[src/rtl/rti_pkg.sv]
package rti_pkg;

    // Speed phase encoding: 0 while the active picture region runs, 1 after
    // the late split line until the count wraps to zero.
    typedef enum logic {
        PHASE_LOW  = 1'b0,
        PHASE_HIGH = 1'b1
    } speed_phase_e;

endpackage

[src/rtl/rti_vcount.sv]
module rti_vcount #(
    parameter int V_W        = 8,
    parameter int VBLANK_END = 24
) (
    input  logic           clk,
    input  logic           rst,
    input  logic           line_stb,
    input  logic [V_W-1:0] raster_line,
    input  logic           flip,
    output logic [V_W-1:0] v_next,
    output logic [V_W-1:0] eff_v,
    output logic           vblank
);

    localparam logic [V_W-1:0] VB_LIMIT = V_W'(VBLANK_END);

    typedef struct packed {
        logic [V_W-1:0] v;
        logic           blank;
    } vstate_t;

    vstate_t st_d, st_q;

    // Mirrored count: the raster counter runs backwards under flip.
    always_comb begin
        v_next = flip ? ({V_W{1'b0}} - raster_line) : raster_line;
    end

    always_comb begin
        st_d = st_q;
        if (line_stb) begin
            st_d.v     = v_next;
            st_d.blank = (v_next < VB_LIMIT);
        end
    end

    always_ff @(posedge clk) begin
        if (rst) begin
            st_q.v     <= '0;
            st_q.blank <= 1'b1;
        end else begin
            st_q <= st_d;
        end
    end

    assign eff_v  = st_q.v;
    assign vblank = st_q.blank;

endmodule

[src/rtl/rti_irq_gen.sv]
module rti_irq_gen #(
    parameter int V_W         = 8,
    parameter int STRIDE_LOG2 = 5
) (
    input  logic           clk,
    input  logic           rst,
    input  logic           line_stb,
    input  logic [V_W-1:0] v_next,
    input  logic           flip,
    input  logic           irq_ack,
    output logic           irq
);

    localparam int HALF_BIT = STRIDE_LOG2 - 1;
    localparam int LOW_TOP  = STRIDE_LOG2 - 2;

    typedef struct packed {
        logic level;
    } istate_t;

    istate_t st_d, st_q;
    logic    at_point;

    // Update points sit every stride lines; under flip they move by half a
    // stride, which the half-stride bit matching the flip control encodes.
    always_comb begin
        at_point = line_stb
                && (v_next[LOW_TOP:0] == '0)
                && (v_next[HALF_BIT] == flip);
    end

    always_comb begin
        st_d = st_q;
        if (at_point) begin
            st_d.level = ~v_next[STRIDE_LOG2];
        end else if (irq_ack) begin
            st_d.level = 1'b0;
        end
    end

    always_ff @(posedge clk) begin
        if (rst) begin
            st_q.level <= 1'b0;
        end else begin
            st_q <= st_d;
        end
    end

    assign irq = st_q.level;

endmodule

[src/rtl/rti_speed_phase.sv]
module rti_speed_phase
    import rti_pkg::*;
#(
    parameter int V_W       = 8,
    parameter int SPLIT_LO  = 0,
    parameter int SPLIT_HI  = 224
) (
    input  logic           clk,
    input  logic           rst,
    input  logic           line_stb,
    input  logic [V_W-1:0] v_next,
    output logic           speed_phase
);

    localparam logic [V_W-1:0] LO_V = V_W'(SPLIT_LO);
    localparam logic [V_W-1:0] HI_V = V_W'(SPLIT_HI);

    typedef struct packed {
        speed_phase_e ph;
    } pstate_t;

    pstate_t st_d, st_q;

    always_comb begin
        st_d = st_q;
        if (line_stb) begin
            if (v_next == HI_V) begin
                st_d.ph = PHASE_HIGH;
            end else if (v_next == LO_V) begin
                st_d.ph = PHASE_LOW;
            end
        end
    end

    always_ff @(posedge clk) begin
        if (rst) begin
            st_q.ph <= PHASE_LOW;
        end else begin
            st_q <= st_d;
        end
    end

    assign speed_phase = (st_q.ph == PHASE_HIGH);

endmodule

[src/rtl/raster_irq_timer.sv]
module raster_irq_timer #(
    parameter int V_W         = 8,
    parameter int STRIDE_LOG2 = 5,
    parameter int VBLANK_END  = 24,
    parameter int SPLIT_LO    = 0,
    parameter int SPLIT_HI    = 224
) (
    input  logic           clk,
    input  logic           rst,
    input  logic           line_stb,
    input  logic [V_W-1:0] raster_line,
    input  logic           flip,
    input  logic           irq_ack,
    output logic [V_W-1:0] eff_v,
    output logic           irq,
    output logic           vblank,
    output logic           speed_phase
);

    logic [V_W-1:0] v_next;

    rti_vcount #(
        .V_W        (V_W),
        .VBLANK_END (VBLANK_END)
    ) u_vcount (
        .clk         (clk),
        .rst         (rst),
        .line_stb    (line_stb),
        .raster_line (raster_line),
        .flip        (flip),
        .v_next      (v_next),
        .eff_v       (eff_v),
        .vblank      (vblank)
    );

    rti_irq_gen #(
        .V_W         (V_W),
        .STRIDE_LOG2 (STRIDE_LOG2)
    ) u_irq (
        .clk      (clk),
        .rst      (rst),
        .line_stb (line_stb),
        .v_next   (v_next),
        .flip     (flip),
        .irq_ack  (irq_ack),
        .irq      (irq)
    );

    rti_speed_phase #(
        .V_W      (V_W),
        .SPLIT_LO (SPLIT_LO),
        .SPLIT_HI (SPLIT_HI)
    ) u_phase (
        .clk         (clk),
        .rst         (rst),
        .line_stb    (line_stb),
        .v_next      (v_next),
        .speed_phase (speed_phase)
    );

endmodule

[config.mk]
export PLATFORM = sky130hd
export DESIGN_NAME = raster_irq_timer
export DESIGN_NICKNAME = d
export VERILOG_FILES = /design/src/rtl/rti_pkg.sv /design/src/rtl/rti_vcount.sv /design/src/rtl/rti_irq_gen.sv /design/src/rtl/rti_speed_phase.sv /design/src/rtl/raster_irq_timer.sv
export SDC_FILE = /design/constraint.sdc
export NUM_CORES = 1
export LEC_CHECK = 0
export ABC_CLOCK_PERIOD_IN_PS = 1800
export BUFFER_PORTS_ARGS = -buffer_cell sky130_fd_sc_hd__buf_2
export CAP_MARGIN = 20
export CORE_MARGIN = 3
export CORE_UTILIZATION = 44
export DETAILED_ROUTE_END_ITERATION = 10
export GPL_TIMING_DRIVEN = 0
export PLACE_DENSITY = 0.73
export SLEW_MARGIN = 5
export SYNTH_ARGS = -nofsm -noshare
export SYNTH_HDL_FRONTEND = slang
export SYNTH_SLANG_ARGS = --single-unit
[constraint.sdc]
create_clock -name clk -period 1.8 [get_ports clk]
set_input_delay 0.18 -clock clk [delete_from_list [all_inputs] [get_ports clk]]
set_output_delay 0.18 -clock clk [all_outputs]
set_load 0.02 [all_outputs]
==> metrics.txt, run 1 <==
outcome=finished, final reports clean; syn nets=slightly above 100; hold_buf cts=0; Final Hold Viols=0; Synth cell types=37; FF+latch count, synth=11; clk_lat worst skew=around 270 ps; WL final=1630 µm; Syn-to-layout area delta=19.9%; initial antenna violation count=0; XOR/XNOR Fraction of Synth Area=about 8.1%; final setup fails=0; Synth warnings=0; Rows=14; CP peak stage delay=around 500 ps; commonest cells after routing, fill and taps aside=buf_2, dfxtp_1, nor2_1; fillers=approximately 160; final cell count without fillers=around 130; Synth Area in Simple Gates=25.5%; vias in the first global route=approximately 520; max cap viols=0; PwrDens=about 660 nW/µm²; Final period util=92.7%; WS Path Type=in2reg; n_diodes=0; largest net degree at the start of global routing=11; startpoint types=primary input; Max Slew Vio Count=0; post-synthesis mux area share=between 8 and 9%; Rel. slew slack=about two thirds; vias per inst=between 5 and 6; DR pass1 iterations=4; Area contributors post-synth=dfxtp_1, mux2i_1, a211oi_1, nor2_1, xor2_1; Clock Path Buffers=2; Sink Count=11; RSZ-0062 raised after global routing=false; via count=~710; WP data arrival=1810 ps; average cell area after synthesis=roughly 8.6 µm²; Die Area=approximately 2300 µm²; VDD IR max=around 0.32 mV; Compound-Gate Fraction of Synth Area=between 20% and 30%; Final nets=128; first-pass GRT wire length=approximately 2500 µm; Post-Synth Adder-Cell Area=about 1.6%; Post-synth ARST share=0%; utilization after layout=about three fifths; Worst Hold Class=in2reg; crit path cell chain=buf_2 > or4_1 > buf_2 > nor4b_4 > o211ai_2 > a2111oi_2 > nor3_1; CP required=1940 ps; pre-CTS WS=-128 ps; prevailing post-synth register cell=dfxtp_1; Period minus WS final=approximately 1700 ps; initial core utilization=about half; post-synth top area share=between 20% and 30%; Synth Cell Area=759 µm²; PostCTS Resize Cnt=0; width of the die=about 48 µm; fmax=around 600 MHz; largest family of logic cells by synthesized area=simple AND/OR/NAND/NOR gates; number of synthesized flops with an enable pin=0; worst-path fanout max=6; Reg clk slew, reported paths=roughly 70 ps; total power draw=between 0.6 and 0.7 mW; Worst path top cell family by delay=simple AND/OR/NAND/NOR gates; DP HPWL=1270 µm; CTS root buf=clkbuf_4; final hold slack=around 190 ps; TritonCTS clock tree=done; Cells after Synth=88; Total Routing Usage GR=between 10% and 20%; DR DRC count=0; critical path's most frequent cell=buf_2; most common cell after layout, fill and taps aside=buf_2; Cells after DPL=about 130; measured slew at the worst slew-check pin=around 530 ps; largest area contributor in the netlist=dfxtp_1; I/O pin count=24; worst setup margin=132 ps; layout cell share with drive strength beyond 1=between 30 and 40%; Final Skew=0 ps; Static Leakage=~0.40 nW; sequential area share after synthesis=29.0%; CTS H-tree depth=1; routability congestion estimate=0.818; die extent in y=between 40 and 50 µm; buffers and inverters on the worst path=2; Routed Antenna Nets=0; CTS Buf Count=3; slowest CP cell=or4_1; PortBufs=21; total gr overflow=0; Post-CTS Setup Bufs=0; crit end category=register; drt first-iter violations=13; average wire per standard cell=around 13 µm; placeable core area=around 1600 µm²
-- flip-flops by register name (all words and copies together), names as in the netlist --
register and cells:
u_irq.irq 1, u_vcount.vblank 1, u_vcount.eff_v 8, u_phase.speed_phase 1
-- metrics by stage --
stage               TNS, ps  area, µm²
CTS                       0        911
global placement       -114        885
global route              0        911
finish                    0        911
floorplan                 0        759
detailed placement     -128        885
-- synth_stat cells, types with 2 or more instances --
library cell and instances:
nor2b_1 4, inv_1 2, dfxtp_1 11, a211oi_1 5, mux2i_1 5, o21ai_0 4, o21a_1 3, nand2_1 3
nor3_1 3, nor2_1 10, xor2_1 4, clkbuf_1 4, buf_2 2, xnor2_1 3, o31ai_1 3
-- per-layer routing --
metal	wire (µm)	GRT usage, %	up-vias
met5	0	0	-
met4	13	4.84	0
met3	89	5.64	4
met2	740	23.0	18
met1	784	21.1	314
li1	-	-	370
-- path summary, 6_finish.rpt --
| path | start | to | slack [ps] | cells past startpoint |
|---|---|---|---|---|
| worst max-delay path | raster_line[0] | u_phase.speed_phase | 130 | 7 |
| worst min-delay path | raster_line[0] | u_vcount.eff_v[0] | 190 | 3 |
| worst max register to register | u_vcount.vblank | u_vcount.vblank | 1020 | 3 |
| worst min register to register | u_vcount.eff_v[2] | u_vcount.eff_v[2] | 480 | 2 |
-- power by group --
group          total (mW)  switching (mW)  internal (mW)
Sequential          0.268         0.00756          0.260
Clock               0.170          0.0841         0.0858
Combinational       0.165          0.0991         0.0662
-- tightest hold or removal path, cell delays in order --
cell     delay, ps
buf_2          110
mux2i_1         70
nor2_1          70
-- logic make-up after synthesis --
family / after synthesis
buf+inv: 9
xor+xnor: 7
fa+ha+maj: 1
simple gates: 32
flops: 11
compound gates: 22
mux: 6
-- layout make-up --
| type | instances | area (µm²) | area share (%) |
|---|---|---|---|
| Timing Repair Buffer | 21 | 105 | 11.5 |
| Tap cell | 16 | 20.0 | 2.20 |
| Inverter | 2 | 7.51 | 0.824 |
| Sequential cell | 11 | 220 | 24.2 |
| Clock buffer | 4 | 26.3 | 2.88 |
| Multi-Input combinational cell | 68 | 499 | 54.8 |
| Buffer | 7 | 32.5 | 3.57 |
Note: power is estimated with default switching activity, not from simulation.
==> run 2, diff against run 1 <==
Settings changed: PLACE_DENSITY 0.73 to 0.78.
==> run 2 against run 1 <==
  * Final cell count is the same
  * Via count grew 0.14%
  * Register-to-register slack is essentially flat
  * Cell area is the same
  * Largest cell class unchanged
  * Critical path type unchanged
  * Count of clock-buffer cells in the layout is the same
  * Sequential share of layout area is the same
  * Sequential power is essentially flat
==> metrics.txt, run 2 (synthesis results as in run 1) <==
outcome=finished, final reports clean (unchanged); Final period util=92.1% (was 92.7%); utilization after layout=58.4% (unchanged); crit path cell chain=buf_2 > or4_1 > buf_2 > nor4b_4 > o211ai_2 > a2111oi_2 > nor3_1 (unchanged); CP required=1930 ps (was 1940 ps); Total Routing Usage GR=15.5% (was 15.6%); max FFs per register=8 (unchanged); WP data arrival=1790 ps (was 1810 ps); initial core utilization=48.7% (unchanged); final setup fails=0 (unchanged); global-route met3 utilization=4.51% (was 5.64%); width of the die=47.5 µm (unchanged); average wire per standard cell=12.5 µm (was 12.6 µm); CTS Buf Count=3 (unchanged); placeable core area=1560 µm² (unchanged); slowest CP cell=or4_1 (unchanged); WS Path Type=in2reg (unchanged); largest net degree at the start of global routing=11 (unchanged); Worst path top cell family by delay=simple AND/OR/NAND/NOR gates (unchanged); PwrDens=660 nW/µm² (was 662 nW/µm²); Worst setup startpoint=raster_line[0] (unchanged); worst reg2reg startpoint=u_vcount.vblank (unchanged); CTS H-tree depth=1 (unchanged); buffers and inverters on the worst path=2 (unchanged); crit end category=register (unchanged); Syn-to-layout area delta=19.9% (unchanged); Placed Area=885 µm² (unchanged); gr busiest metal=met2 (unchanged); total gr overflow=0 (unchanged); measured slew at the worst slew-check pin=546 ps (was 526 ps); fmax=603 MHz (was 600 MHz); met2 usage=24.3% (was 23.0%); via count=707 (was 706); total power draw=0.601 mW (was 0.603 mW); Sink Count=11 (unchanged); GR met1 Demand/Resource=21.2% (was 21.1%); pre-CTS WS=-113 ps (was -128 ps); Post-CTS Setup Bufs=0 (unchanged); startpoint types=primary input (unchanged); worst setup margin=142 ps (was 132 ps); Period minus WS final=1660 ps (was 1670 ps); DR DRC count=0 (unchanged); critical path's most frequent cell=buf_2 (unchanged); hold_buf cts=0 (unchanged); Rows=14 (unchanged); Final Skew=0 ps (unchanged); initial antenna violation count=0 (unchanged); final hold slack=198 ps (was 187 ps); CTS root buf=clkbuf_4 (unchanged); clk_lat worst skew=270 ps (about the same); CP peak stage delay=500 ps (about the same); Worst Hold Class=in2reg (unchanged); PostCTS Resize Cnt=0 (unchanged); worst-path fanout max=6 (unchanged); routability congestion estimate=0.802 (was 0.818); max cap viols=0 (unchanged); I/O pin count=24 (unchanged); Fin Setup TNS=0 ps (unchanged); WL final=1620 µm (was 1630 µm); Routed Antenna Nets=0 (unchanged); RSZ-0062 raised after global routing=false (unchanged); vias in the first global route=550 (was 516); DR pass1 iterations=4 (unchanged); Cells after DPL=125 (unchanged); TritonCTS clock tree=done (unchanged); Die Area=2260 µm² (unchanged); Max Slew Vio Count=0 (unchanged); drt first-iter violations=18 (was 13); commonest cells after routing, fill and taps aside=buf_2, dfxtp_1, nor2_1 (unchanged); final cell count without fillers=129 (unchanged); most common cell after layout, fill and taps aside=buf_2 (unchanged); Clock Path Buffers=2 (unchanged); Hold Path Origin=raster_line[0] (unchanged); Final nets=128 (unchanged); VDD IR max=0.585 mV (was 0.319 mV); PortBufs=21 (unchanged); Post-Layout Inst Area=911 µm² (unchanged); vias per inst=5.48 (was 5.47); layout cell share with drive strength beyond 1=31.0% (unchanged); die extent in y=47.5 µm (unchanged); Static Leakage=0.396 nW (unchanged); first-pass GRT wire length=2480 µm (was 2460 µm); Reg clk slew, reported paths=80 ps (was 70 ps); Rel. slew slack=63.6% (was 65.0%); DP HPWL=1290 µm (was 1270 µm); n_diodes=0 (unchanged); Final Hold Viols=0 (unchanged)
-- run 2: cell counts in the layout (fill, tap and decap cells not counted) --
No cell type changed its count.
-- run 2: layout make-up --
type                       instances  area [µm²]
tap                               16        20.0
inverter                           2        7.51
clock buffer                       4        26.3
buffer                             7        32.5
multi-input combinational         68         499
fill                             158         648
sequential                        11         220
timing repair buffer              21         105
-- run 2: where the power goes --
group,leakage [nW],internal [mW],total (mW),switching (mW)
combinational,0.290,0.0662,0.164,0.0983
sequential,0.0910,0.260,0.267,0.00706
clock,0.0150,0.0856,0.169,0.0835
-- run 2: per-layer routing --
layer / routed length (µm) / vias to the layer above
li1: - / 377
met1: 774 / 309
met2: 739 / 19
met3: 90 / 2
met4: 14 / 0
met5: 0 / -
-- run 2: worst min-delay path, stage by stage --
cell and delay (ps):
buf_2 110, mux2i_1 70, nor2_1 80
-- run 2: path summary, 6_finish.rpt --
| path | endpoint | depth (start not counted) | slack (ps) |
|---|---|---|---|
| worst max register to register | u_vcount.vblank | 3 | 1030 |
| worst min-delay path | u_vcount.eff_v[0] | 3 | 200 |
| worst max-delay path | u_phase.speed_phase | 7 | 140 |
| worst min register to register | u_vcount.eff_v[2] | 2 | 480 |
